[src/rtl/hbus_pkg.sv]
package hbus_pkg;
  typedef enum logic [1:0] {
    ST_IDLE = 2'd0,
    ST_WR   = 2'd1,
    ST_RD   = 2'd2,
    ST_ACK  = 2'd3
  } hbus_state_e;

  // synchronized control vector bit positions
  localparam int unsigned CB_CS  = 6;
  localparam int unsigned CB_WR  = 5;
  localparam int unsigned CB_RD  = 4;
  localparam int unsigned CB_ALE = 3;
  localparam int unsigned CB_DS  = 2;
  localparam int unsigned CB_RW  = 1;
  localparam int unsigned CB_AS  = 0;
  localparam int unsigned CB_W   = 7;
  localparam logic [CB_W-1:0] CB_IDLE = 7'b111_0111;
endpackage

[src/rtl/hbus_sync.sv]
module hbus_sync #(
  parameter int unsigned W = 1,
  parameter int unsigned STAGES = 2,
  parameter logic [W-1:0] RST_VAL = '0
) (
  input  logic         clk_i,
  input  logic         rst_ni,
  input  logic [W-1:0] d_i,
  output logic [W-1:0] q_o
);
  logic [W-1:0] q [STAGES];

  for (genvar g = 0; g < STAGES; g++) begin : g_stage
    always_ff @(posedge clk_i or negedge rst_ni) begin
      if (!rst_ni) q[g] <= RST_VAL;
      else if (g == 0) q[g] <= d_i;
      else q[g] <= q[(g == 0) ? 0 : g-1];
    end
  end

  assign q_o = q[STAGES-1];
endmodule

[src/rtl/hbus_addr_latch.sv]
module hbus_addr_latch #(
  parameter int unsigned AW = 5
) (
  input  logic          clk_i,
  input  logic          rst_ni,
  input  logic          intel_i,
  input  logic          mux_i,
  input  logic          ale_s_i,
  input  logic          as_n_s_i,
  input  logic [AW-1:0] bus_i,
  output logic [AW-1:0] alat_o
);
  logic strobe_act, strobe_d;

  assign strobe_act = intel_i ? ale_s_i : !as_n_s_i;

  always_ff @(posedge clk_i or negedge rst_ni) begin
    if (!rst_ni) begin
      strobe_d <= 1'b0;
      alat_o   <= '0;
    end else begin
      strobe_d <= strobe_act;
      // capture at end of the address phase
      if (mux_i && strobe_d && !strobe_act) alat_o <= bus_i;
    end
  end
endmodule

[src/rtl/hbus_ctrl.sv]
module hbus_ctrl
  import hbus_pkg::*;
#(
  parameter int unsigned AW = 5,
  parameter int unsigned DW = 8
) (
  input  logic          clk_i,
  input  logic          rst_ni,
  input  logic          port_en_i,
  input  logic          intel_i,
  input  logic          mux_i,
  input  logic          cs_n_s_i,
  input  logic          wr_n_s_i,
  input  logic          rd_n_s_i,
  input  logic          ds_n_s_i,
  input  logic          rw_s_i,
  input  logic [AW-1:0] alat_i,
  input  logic [AW-1:0] addr_i,
  input  logic [DW-1:0] data_i,
  input  logic [DW-1:0] reg_rdata_i,
  output logic [DW-1:0] data_o,
  output logic          data_oe_o,
  output logic          rdy_o,
  output logic          ack_no,
  output logic [AW-1:0] reg_addr_o,
  output logic [DW-1:0] reg_wdata_o,
  output logic          reg_we_o,
  output logic          reg_re_o
);
  hbus_state_e state;
  logic strobe_on, req, dir_rd, rd_q;
  logic [AW-1:0] addr_q;
  logic [DW-1:0] wdata_q, rdata_q;

  assign strobe_on = intel_i ? (!wr_n_s_i || !rd_n_s_i) : !ds_n_s_i;
  assign req       = !cs_n_s_i && strobe_on;
  assign dir_rd    = intel_i ? !rd_n_s_i : rw_s_i;

  always_ff @(posedge clk_i or negedge rst_ni) begin
    if (!rst_ni) begin
      state   <= ST_IDLE;
      addr_q  <= '0;
      wdata_q <= '0;
      rdata_q <= '0;
      rd_q    <= 1'b0;
    end else if (!port_en_i) begin
      state <= ST_IDLE;
    end else begin
      unique case (state)
        ST_IDLE: if (req) begin
          state   <= dir_rd ? ST_RD : ST_WR;
          rd_q    <= dir_rd;
          addr_q  <= mux_i ? alat_i : addr_i;
          wdata_q <= data_i;
        end
        ST_WR: state <= ST_ACK;
        ST_RD: begin
          rdata_q <= reg_rdata_i;
          state   <= ST_ACK;
        end
        ST_ACK: if (!req) state <= ST_IDLE;
        default: state <= ST_IDLE;
      endcase
    end
  end

  assign reg_we_o    = port_en_i && (state == ST_WR);
  assign reg_re_o    = port_en_i && (state == ST_RD);
  assign reg_addr_o  = addr_q;
  assign reg_wdata_o = wdata_q;
  assign data_o      = rdata_q;
  assign data_oe_o   = port_en_i && (state == ST_ACK) && rd_q && !cs_n_s_i;
  assign rdy_o       = !(intel_i && port_en_i && (state == ST_WR || state == ST_RD));
  assign ack_no      = !(!intel_i && port_en_i && (state == ST_ACK));

  a_r1_we_pulse: assert property (@(posedge clk_i) disable iff (!rst_ni)
    reg_we_o |=> !reg_we_o);
  a_r1_re_pulse: assert property (@(posedge clk_i) disable iff (!rst_ni)
    reg_re_o |=> !reg_re_o);
  a_r9_spacing: assert property (@(posedge clk_i) disable iff (!rst_ni)
    (reg_we_o || reg_re_o) |-> !$past(reg_we_o || reg_re_o, 2));
  a_r6_oe_after_read: assert property (@(posedge clk_i) disable iff (!rst_ni)
    $rose(data_oe_o) |-> $past(reg_re_o));
  a_r6_oe_ready: assert property (@(posedge clk_i) disable iff (!rst_ni)
    data_oe_o |-> rdy_o);
  a_r7_hs_excl: assert property (@(posedge clk_i) disable iff (!rst_ni)
    !(!rdy_o && !ack_no));
  a_r10_off_idle: assert property (@(posedge clk_i) disable iff (!rst_ni)
    !port_en_i |=> (state == ST_IDLE));
endmodule

[src/rtl/hbus_adapter.sv]
module hbus_adapter
  import hbus_pkg::*;
#(
  parameter int unsigned AW = 5,
  parameter int unsigned DW = 8,
  parameter int unsigned SYNC_STAGES = 2
) (
  input  logic          clk_i,
  input  logic          rst_ni,
  input  logic          port_en_i,
  input  logic          intel_i,
  input  logic          mux_i,
  input  logic          cs_ni,
  input  logic          wr_ni,
  input  logic          rd_ni,
  input  logic          ale_i,
  input  logic          ds_ni,
  input  logic          rw_i,
  input  logic          as_ni,
  input  logic [AW-1:0] addr_i,
  input  logic [DW-1:0] data_i,
  output logic [DW-1:0] data_o,
  output logic          data_oe_o,
  output logic          rdy_o,
  output logic          ack_no,
  output logic [AW-1:0] reg_addr_o,
  output logic [DW-1:0] reg_wdata_o,
  output logic          reg_we_o,
  output logic          reg_re_o,
  input  logic [DW-1:0] reg_rdata_i
);
  logic [CB_W-1:0] ctl_raw, ctl_s;
  logic [AW-1:0]   alat;

  always_comb begin
    ctl_raw         = '0;
    ctl_raw[CB_CS]  = cs_ni;
    ctl_raw[CB_WR]  = wr_ni;
    ctl_raw[CB_RD]  = rd_ni;
    ctl_raw[CB_ALE] = ale_i;
    ctl_raw[CB_DS]  = ds_ni;
    ctl_raw[CB_RW]  = rw_i;
    ctl_raw[CB_AS]  = as_ni;
  end

  hbus_sync #(.W(CB_W), .STAGES(SYNC_STAGES), .RST_VAL(CB_IDLE)) u_sync (
    .clk_i  (clk_i),
    .rst_ni (rst_ni),
    .d_i    (ctl_raw),
    .q_o    (ctl_s)
  );

  hbus_addr_latch #(.AW(AW)) u_alat (
    .clk_i    (clk_i),
    .rst_ni   (rst_ni),
    .intel_i  (intel_i),
    .mux_i    (mux_i),
    .ale_s_i  (ctl_s[CB_ALE]),
    .as_n_s_i (ctl_s[CB_AS]),
    .bus_i    (data_i[AW-1:0]),
    .alat_o   (alat)
  );

  hbus_ctrl #(.AW(AW), .DW(DW)) u_ctrl (
    .clk_i       (clk_i),
    .rst_ni      (rst_ni),
    .port_en_i   (port_en_i),
    .intel_i     (intel_i),
    .mux_i       (mux_i),
    .cs_n_s_i    (ctl_s[CB_CS]),
    .wr_n_s_i    (ctl_s[CB_WR]),
    .rd_n_s_i    (ctl_s[CB_RD]),
    .ds_n_s_i    (ctl_s[CB_DS]),
    .rw_s_i      (ctl_s[CB_RW]),
    .alat_i      (alat),
    .addr_i      (addr_i),
    .data_i      (data_i),
    .reg_rdata_i (reg_rdata_i),
    .data_o      (data_o),
    .data_oe_o   (data_oe_o),
    .rdy_o       (rdy_o),
    .ack_no      (ack_no),
    .reg_addr_o  (reg_addr_o),
    .reg_wdata_o (reg_wdata_o),
    .reg_we_o    (reg_we_o),
    .reg_re_o    (reg_re_o)
  );
endmodule

[config.mk]
export PLATFORM = sky130hd
export DESIGN_NAME = hbus_adapter
export DESIGN_NICKNAME = d
export VERILOG_FILES = /design/src/rtl/hbus_pkg.sv /design/src/rtl/hbus_sync.sv /design/src/rtl/hbus_addr_latch.sv /design/src/rtl/hbus_ctrl.sv /design/src/rtl/hbus_adapter.sv
export SDC_FILE = /design/constraint.sdc
export NUM_CORES = 1
export LEC_CHECK = 0
export CAP_MARGIN = 5
export CORE_MARGIN = 2
export CORE_UTILIZATION = 49
export DETAILED_ROUTE_END_ITERATION = 6
export PLACE_DENSITY = 0.81
export RECOVER_POWER = 25
export SYNTH_ARGS = -nofsm -noshare
export SYNTH_HDL_FRONTEND = slang
export SYNTH_HIERARCHICAL = 1
export SYNTH_SLANG_ARGS = --single-unit
[constraint.sdc]
create_clock -name clk_i -period 3.6 [get_ports clk_i]
set_input_delay 0.72 -clock clk_i [delete_from_list [all_inputs] [get_ports clk_i]]
set_output_delay 0.72 -clock clk_i [all_outputs]
set_load 0.005 [all_outputs]
==> results of run 1 <==
-- registers in the layout (all words and copies together), names as in the netlist --
| signal | count |
|---|---|
| u_ctrl/reg_wdata_o | 8 |
| u_ctrl/state | 2 |
| u_ctrl/rd_q | 1 |
| u_ctrl/data_o | 8 |
| u_sync/q | 7 |
| u_alat/alat_o | 5 |
| u_ctrl/reg_addr_o | 5 |
| u_sync/q_o | 7 |
| u_alat/strobe_d | 1 |
-- worst min path at each step --
stage,start,to,slack (ps),cells after the start
after global routing,u_sync/q[13],u_sync/q_o[6],360,0
after global placement,u_sync/q[10],u_sync/q_o[3],340,0
final,u_sync/q[7],u_sync/q_o[0],360,0
after floorplan,u_sync/q[10],u_sync/q_o[3],330,0
after detailed placement,u_sync/q[10],u_sync/q_o[3],350,0
after CTS,u_sync/q[7],u_sync/q_o[0],360,0
-- critical path, stage by stage --
cell             delay [ps]
clkdlybuf4s50_1         600
nand2_1                 120
nor3b_1                 220
clkdlybuf4s50_1         530
-- cell usage in the layout, fill, tap and decap left out --
cell type	count
buf_4	1
o2111a_2	1
and2_1	1
mux2_4	5
nor3_4	1
clkbuf_8	5
mux2i_1	8
nor2_1	7
nor3b_1	1
ha_1	5
inv_1	5
nor2b_1	3
dfrtp_1	32
dfstp_2	12
clkbuf_1	2
a211oi_1	1
clkinv_2	1
nor4_4	1
clkdlybuf4s50_1	50
mux2_2	9
dlygate4sd3_1	7
or2_2	1
a21oi_1	7
clkinvlp_4	1
nand2_1	5
and3_4	1
o21ai_0	3
nand3_1	1
mux2_1	8
-- where the power goes --
group	switching [W]	internal, W	leakage (nW)
Sequential	0.0000857	0.000656	0.503
Clock	0.000154	0.000135	0.0412
Combinational	0.000199	0.000392	0.508
Total	0.000440	0.00118	1.05
-- through the flow --
step                hold slack, ps  cells  total power, W
finish                         357    233         0.00162
global route                   360    233         0.00173
CTS                            358    233         0.00164
detailed placement             346    225         0.00135
global placement               339    225         0.00132
floorplan                      331    129        0.000999
-- cell type report --
class | instances | area [µm²]
Clock buffer | 6 | 72.6
Clock inverter | 2 | 12.5
Fill cell | 275 | 1150
Inverter | 5 | 18.8
Multi-Input combinational cell | 69 | 617
Sequential cell | 44 | 1120
Tap cell | 48 | 60.1
Timing Repair Buffer | 59 | 582
-- cells by family (layout without fill, tap and decap cells) --
group                    count (synthesis)  after routing
flip-flops                              44             44
adder cells (fa/ha/maj)                  5              5
AO/OA/AOI/OAI                           12             12
multiplexers                            30             30
buffers and inverters                   16             72
AND/OR/NAND/NOR                         22             22
-- routing by layer --
metal  track usage  vias up  part of all wire
li1              -      538                 -
met1         0.191      541              0.41
met2         0.272       38              0.52
met3        0.0497        8             0.056
met4        0.0729        0             0.022
met5             0        -                 0
==> impl_metrics.ini, run 1 <==
[layout]
drive_gt1_frac = 0.211
area_growth_pct = 35.4
nNetsFinal = 222
diodes = 0
final_cell_area_um2 = 2480
fin_util = 0.682

[global_routing]
grt_max_degree = 45
grt.overflow.total = 0
grt_pass1_vias = 1171
antenna_found_initial = 0
grtUsageTotal = 0.162
grt_pass1_wl_um = 5180

[synthesis]
netlist_top_cells_count = dfrtp_1, dfstp_2, mux2_2
synth_xor_area_frac = 0
synth_area_um2 = 1830
ys_ff_latch = 44
synth_ff_type = dfrtp_1
ys_warn_count = 6
synthCells = 129
postSynthAreaPerCell_um2 = 14.2
synth-compound-area-share = 0.0383
synth_fa_ha_area_frac = 0.0342
synth_fp_nets = 167
synth_top_family_by_area = multiplexers
yosysMostFrequentCell = dfrtp_1
ys_types = 26
synth_seq_area_share = 0.610
muxShareOfSynthArea = 0.189
synth-simple-area-share = 0.0752
synthTopCellsByArea = dfrtp_1, dfstp_2, mux2_2
yosys.area.top_type = dfrtp_1
synth-edff-count = 0
netlist.area_leader.share = 0.437
async_flop_share = 1.00

[pwr]
irDropWorstVdd_mv = 0.366
p_leak_nw = 1.05
power_density_nw_per_um2 = 655

[cts]
numCtsBuffers = 5
root_buffer = clkbuf_8
clk_latency_ps = 290
cts_sinks = 44
ctsResizeCount = 0
cts_tree = built
clk_pin_slew_ps = 70
hold_buffers = 0
clockBufferDepth = 2
post_cts_buffers = 0
h-tree-depth = 2

[job]
maxCapViolCount = 1

[worst_setup_path]
cp_max_fo = 8
crit_path_start_kind = primary input
worstPathArrival_ps = 2190
r2r_end = u_ctrl/reg_addr_o[2]
rrSetupSlack_ps = 1730
crit_end = data_oe_o
reg2reg_from = u_ctrl/state[0]
worstSetupEndpointType = primary output
crit_path_start = port_en_i
ff2ff_path_depth = 7
cp.required_ps = 2880
setup.worst_path.class = in2out

[hold_path]
hold_path_class = reg2reg

[detailed_routing]
drc = 0
wl_per_cell_um = 13.6
detail_route.first_pass.iterations = 4
vias_per_cell = 4.83
drt_iter0_drc = 62
vias = 1125
routed_wl_um = 3160
ant_nets = 0

[die]
coreArea_um2 = 3630
ioPinCount = 59
initial_utilization = 0.504
die_h_um = 65.1
rows = 22
fp.dieW_um = 65.1
die_area_um2 = 4240

[placement]
port_buffers = 58
dp_slack_ps = 678
place_area_um2 = 2390
gp_routability_congestion = 0.732
dpl.hpwl_um = 2420

[outcome]
outcome = finished with violations
violations = max-capacitance violations, max-slew violations

[sta]
period_needed_ps = 2910
setup-tns-final_ps = 0
clock_skew_ps = 9.94
slew_headroom = -0.429
worst_slew_pin_slew_ps = 2140
max_freq_mhz = 343
setup_viol = 0
rsz0062_at_grt = no
fin_ws_ps = 687
hold_viol_final = 0
finalMaxSlewViolations = 45
period_share = 0.809
No activity file was read; power rests on OpenSTA's default activity.
==> run 2: changes to the inputs <==
--- a/config.mk
+++ b/config.mk
@@ -7,9 +7,9 @@
 export LEC_CHECK = 0
 export CAP_MARGIN = 5
 export CORE_MARGIN = 2
-export CORE_UTILIZATION = 49
+export CORE_UTILIZATION = 41
 export DETAILED_ROUTE_END_ITERATION = 6
-export PLACE_DENSITY = 0.81
+export PLACE_DENSITY = 0.72
 export RECOVER_POWER = 25
 export SYNTH_ARGS = -nofsm -noshare
 export SYNTH_HDL_FRONTEND = slang
==> constraint.sdc (replaced) <==
create_clock -name clk_i -period 2.6 [get_ports clk_i]
set_input_delay 0.52 -clock clk_i [delete_from_list [all_inputs] [get_ports clk_i]]
set_output_delay 0.52 -clock clk_i [all_outputs]
set_load 0.005 [all_outputs]
==> impl_metrics.ini, run 2 (synthesized netlist as in run 1, its figures left out) <==
[cts]
hold_buffers = 0
post_cts_buffers = 0
cts_tree = built
clk_pin_slew_ps = 80
clk_latency_ps = 280
clockBufferDepth = 2
h-tree-depth = 2
numCtsBuffers = 5
cts_sinks = 44
ctsResizeCount = 0
root_buffer = clkbuf_8

[layout]
nNetsFinal = 225
ff_latch_area_um2 = 1120
drive_gt1_frac = 0.223
diodes = 0
area_growth_pct = 36.8
layout_common_cells = clkdlybuf4s50_1, dfrtp_1, dfstp_2
fin_util = 0.579
layout_commonest_cell = clkdlybuf4s50_1
num-fill-cells = 365
multi_input_area_um2 = 617

[hold_path]
min_from = u_sync/q[12]
hold_end = u_sync/q_o[5]
min_path_cells = 0
hold_path_class = reg2reg

[placement]
dp_slack_ps = 244
gp_routability_congestion = 0.847
dpl.hpwl_um = 2630
port_buffers = 58

[sta]
period_share = 0.903
worst_slew_pin_slew_ps = 956
clock_skew_ps = 3.82
period_needed_ps = 2350
setup-tns-final_ps = 0
rsz0062_at_grt = no
finalMaxSlewViolations = 0
fin_ws_ps = 252
max_freq_mhz = 426
slew_headroom = 0.363
setup_viol = 0
hold_viol_final = 0

[detailed_routing]
routed_wl_um = 3460
ant_nets = 0
drt_iter0_drc = 62
vias_per_cell = 4.78
detail_route.first_pass.iterations = 4
wl_per_cell_um = 14.4
drc = 0
vias = 1147

[global_routing]
grt.overflow.total = 0
grtUsageTotal = 0.152
grt_pass1_wl_um = 5790
antenna_found_initial = 0
grt_max_degree = 45
grt_pass1_vias = 1235

[job]
maxCapViolCount = 0

[pwr]
p_total_w = 0.00226
irDropWorstVdd_mv = 0.516
p_leak_nw = 1.07
power_density_nw_per_um2 = 903

[worst_setup_path]
ff2ff_path_depth = 6
setup.worst_path.class = in2out
cp_max_fo = 3
worstPathArrival_ps = 1830
cp.required_ps = 2080
rrSetupSlack_ps = 890
r2r_end = u_ctrl/reg_wdata_o[0]
worstSetupEndpointType = primary output
reg2reg_from = u_ctrl/state[1]
crit_path_start_kind = primary input

[die]
fp.dieW_um = 70.8
coreArea_um2 = 4320
rows = 24
ioPinCount = 59
die_h_um = 70.8
die_area_um2 = 5020
initial_utilization = 0.423

[outcome]
outcome = completed
-- run 2: changes by cell type in the layout (fill, tap and decap cells not counted), sizes merged --
| cell | delta |
|---|---|
| clkinvlp | -1 |
| buf | +4 |
-- run 2: cell type report --
class	instances	share of cell area
inverters	5	0.00750
well taps	52	0.0260
multi-input cells	69	0.246
clock inverters	1	0.00200
repair buffers	62	0.242
clock buffers	7	0.0305
flip-flops and latches	44	0.446
-- run 2: worst max-delay path by stage --
stage	start	to	slack, ps	cells past startpoint
2_1_floorplan	port_en_i	ack_no	990	3
3_3_place_gp	port_en_i	data_oe_o	270	4
3_5_place_dp	intel_i	u_ctrl/reg_wdata_o[0]	240	6
4_1_cts	port_en_i	data_oe_o	250	4
5_1_grt	port_en_i	data_oe_o	170	4
6_report	port_en_i	data_oe_o	250	4
-- run 2: metal layers --
layer  routed length, µm  global-route usage  vias to the layer above
met5                   0                   0                        -
met4                  53              0.0545                        0
met3                 179              0.0527                        6
met2                1890               0.266                       34
met1                1340               0.171                      563
li1                    -                   -                      544
-- run 2: where the power goes --
part / leakage [nW] / total, W / internal, W / switching [W]
clock network: 0.0422 / 0.000400 / 0.000189 / 0.000211
registers: 0.503 / 0.00103 / 0.000908 / 0.000117
logic: 0.525 / 0.000835 / 0.000549 / 0.000286
total: 1.07 / 0.00226 / 0.00165 / 0.000614
-- run 2: critical path, stage by stage --
cell	delay, ps
clkdlybuf4s50_1	470
nand2_1	80
nor3b_1	220
clkdlybuf4s50_1	540
-- run 2: metrics by stage --
| stage | instances | hold slack (ps) | instance area [µm²] |
|---|---|---|---|
| after floorplan | 129 | 224 | 1830 |
| after global placement | 232 | 340 | 2420 |
| after detailed placement | 232 | 349 | 2420 |
| after CTS | 240 | 360 | 2500 |
| after global routing | 240 | 364 | 2500 |
| final | 240 | 355 | 2500 |
==> run 3: changes to the inputs <==
==> constraint.sdc (replaced) <==
create_clock -name clk_i -period 2.6 [get_ports clk_i]
set_input_delay 0.52 -clock clk_i [delete_from_list [all_inputs] [get_ports clk_i]]
set_output_delay 0.52 -clock clk_i [all_outputs]
set_load 0.1 [all_outputs]
==> impl_metrics.ini, run 3 (synthesized netlist as in run 1, its figures left out) <==
[sta]
hold_viol_final = 0
finalMaxSlewViolations = 0
setup_viol = 0
period_share = 0.874
setup-tns-final_ps = 0
worst_slew_pin_slew_ps = 914
max_freq_mhz = 440
rsz0062_at_grt = no
period_needed_ps = 2270
clock_skew_ps = 10.6
slew_headroom = 0.390

[job]
maxCapViolCount = 0

[detailed_routing]
drc = 0
detail_route.first_pass.iterations = 4
drt_iter0_drc = 38
routed_wl_um = 3270
vias_per_cell = 4.74
ant_nets = 0
vias = 1127
wl_per_cell_um = 13.7

[cts]
cts_tree = built
h-tree-depth = 2
cts_sinks = 44
root_buffer = clkbuf_8
clk_pin_slew_ps = 90
numCtsBuffers = 5
post_cts_buffers = 0
hold_buffers = 0
clockBufferDepth = 2
ctsResizeCount = 0
clk_latency_ps = 300

[global_routing]
grt_pass1_wl_um = 5390
antenna_found_initial = 0
grt_pass1_vias = 1163
grt.overflow.total = 0
grt_max_degree = 45
grtUsageTotal = 0.139

[placement]
dpl.hpwl_um = 2540
port_buffers = 58
gp_routability_congestion = 0.733

[die]
coreArea_um2 = 4320
die_area_um2 = 5020
rows = 24
ioPinCount = 59
die_h_um = 70.8
initial_utilization = 0.423
fp.dieW_um = 70.8

[worst_setup_path]
max_stage_delay_ps = 600
path_depth = 4
crit_chain = clkdlybuf4s50_1 > nand2_1 > or2_2 > buf_12
crit_buf_inv = 2
cp.required_ps = 2080
ff2ff_path_depth = 6
cpLargestDelayFamily = buffers and inverters
worstSetupEndpointType = primary output
cp_max_fo = 8
setup.worst_path.class = in2out
cp_slowest_cell = clkdlybuf4s50_1
crit_path_start_kind = primary input
worstPathArrival_ps = 1750

[layout]
layout_common_cells = dfrtp_1, clkdlybuf4s50_1, buf_4
layout_commonest_cell = dfrtp_1
drive_gt1_frac = 0.371
area_growth_pct = 36.6
nNetsFinal = 223
diodes = 0

[outcome]
outcome = completed

[hold_path]
hold_path_class = in2async
-- run 3: worst paths after layout --
kind	startpoint	to	slack, ps
worst max-delay path	port_en_i	ack_no	330
worst min-delay path	rst_ni	u_ctrl/reg_wdata_o[4]	350
worst max register to register	u_ctrl/state[0]	u_ctrl/reg_wdata_o[5]	880
worst min register to register	u_sync/q[7]	u_sync/q_o[0]	360
max in group asynchronous	rst_ni	u_ctrl/state[0]	1670
min in group clk_i	u_sync/q[7]	u_sync/q_o[0]	360
-- run 3: final cells by class --
| type | instances | area, µm² |
|---|---|---|
| fill | 361 | 1820 |
| sequential | 44 | 1120 |
| multi-input combinational | 69 | 622 |
| timing repair buffer | 60 | 588 |
| clock buffer | 5 | 68.8 |
| tap | 52 | 65.1 |
| clock inverter | 3 | 21.3 |
| inverter | 5 | 18.8 |
-- run 3: metrics by stage --
stage	hold slack [ps]	instance area (µm²)	utilization	setup WS, ps	instances
after global routing	362	2500	0.578	265	238
after detailed placement	347	2410	0.557	227	230
after global placement	343	2410	0.557	276	230
after floorplan	224	1840	-	33.6	129
final	347	2500	0.578	328	238
after CTS	354	2500	0.578	328	238
-- run 3: layer usage --
| metal | global-route usage | wire length [µm] |
|---|---|---|
| met1 | 0.157 | 1310 |
| met3 | 0.0499 | 181 |
| met5 | 0 | 0 |
| met4 | 0.0566 | 40 |
| met2 | 0.240 | 1730 |
Power of run 3 is not shown: default switching activity piles up to over one toggle a cycle in this logic, so the estimate is an artifact.
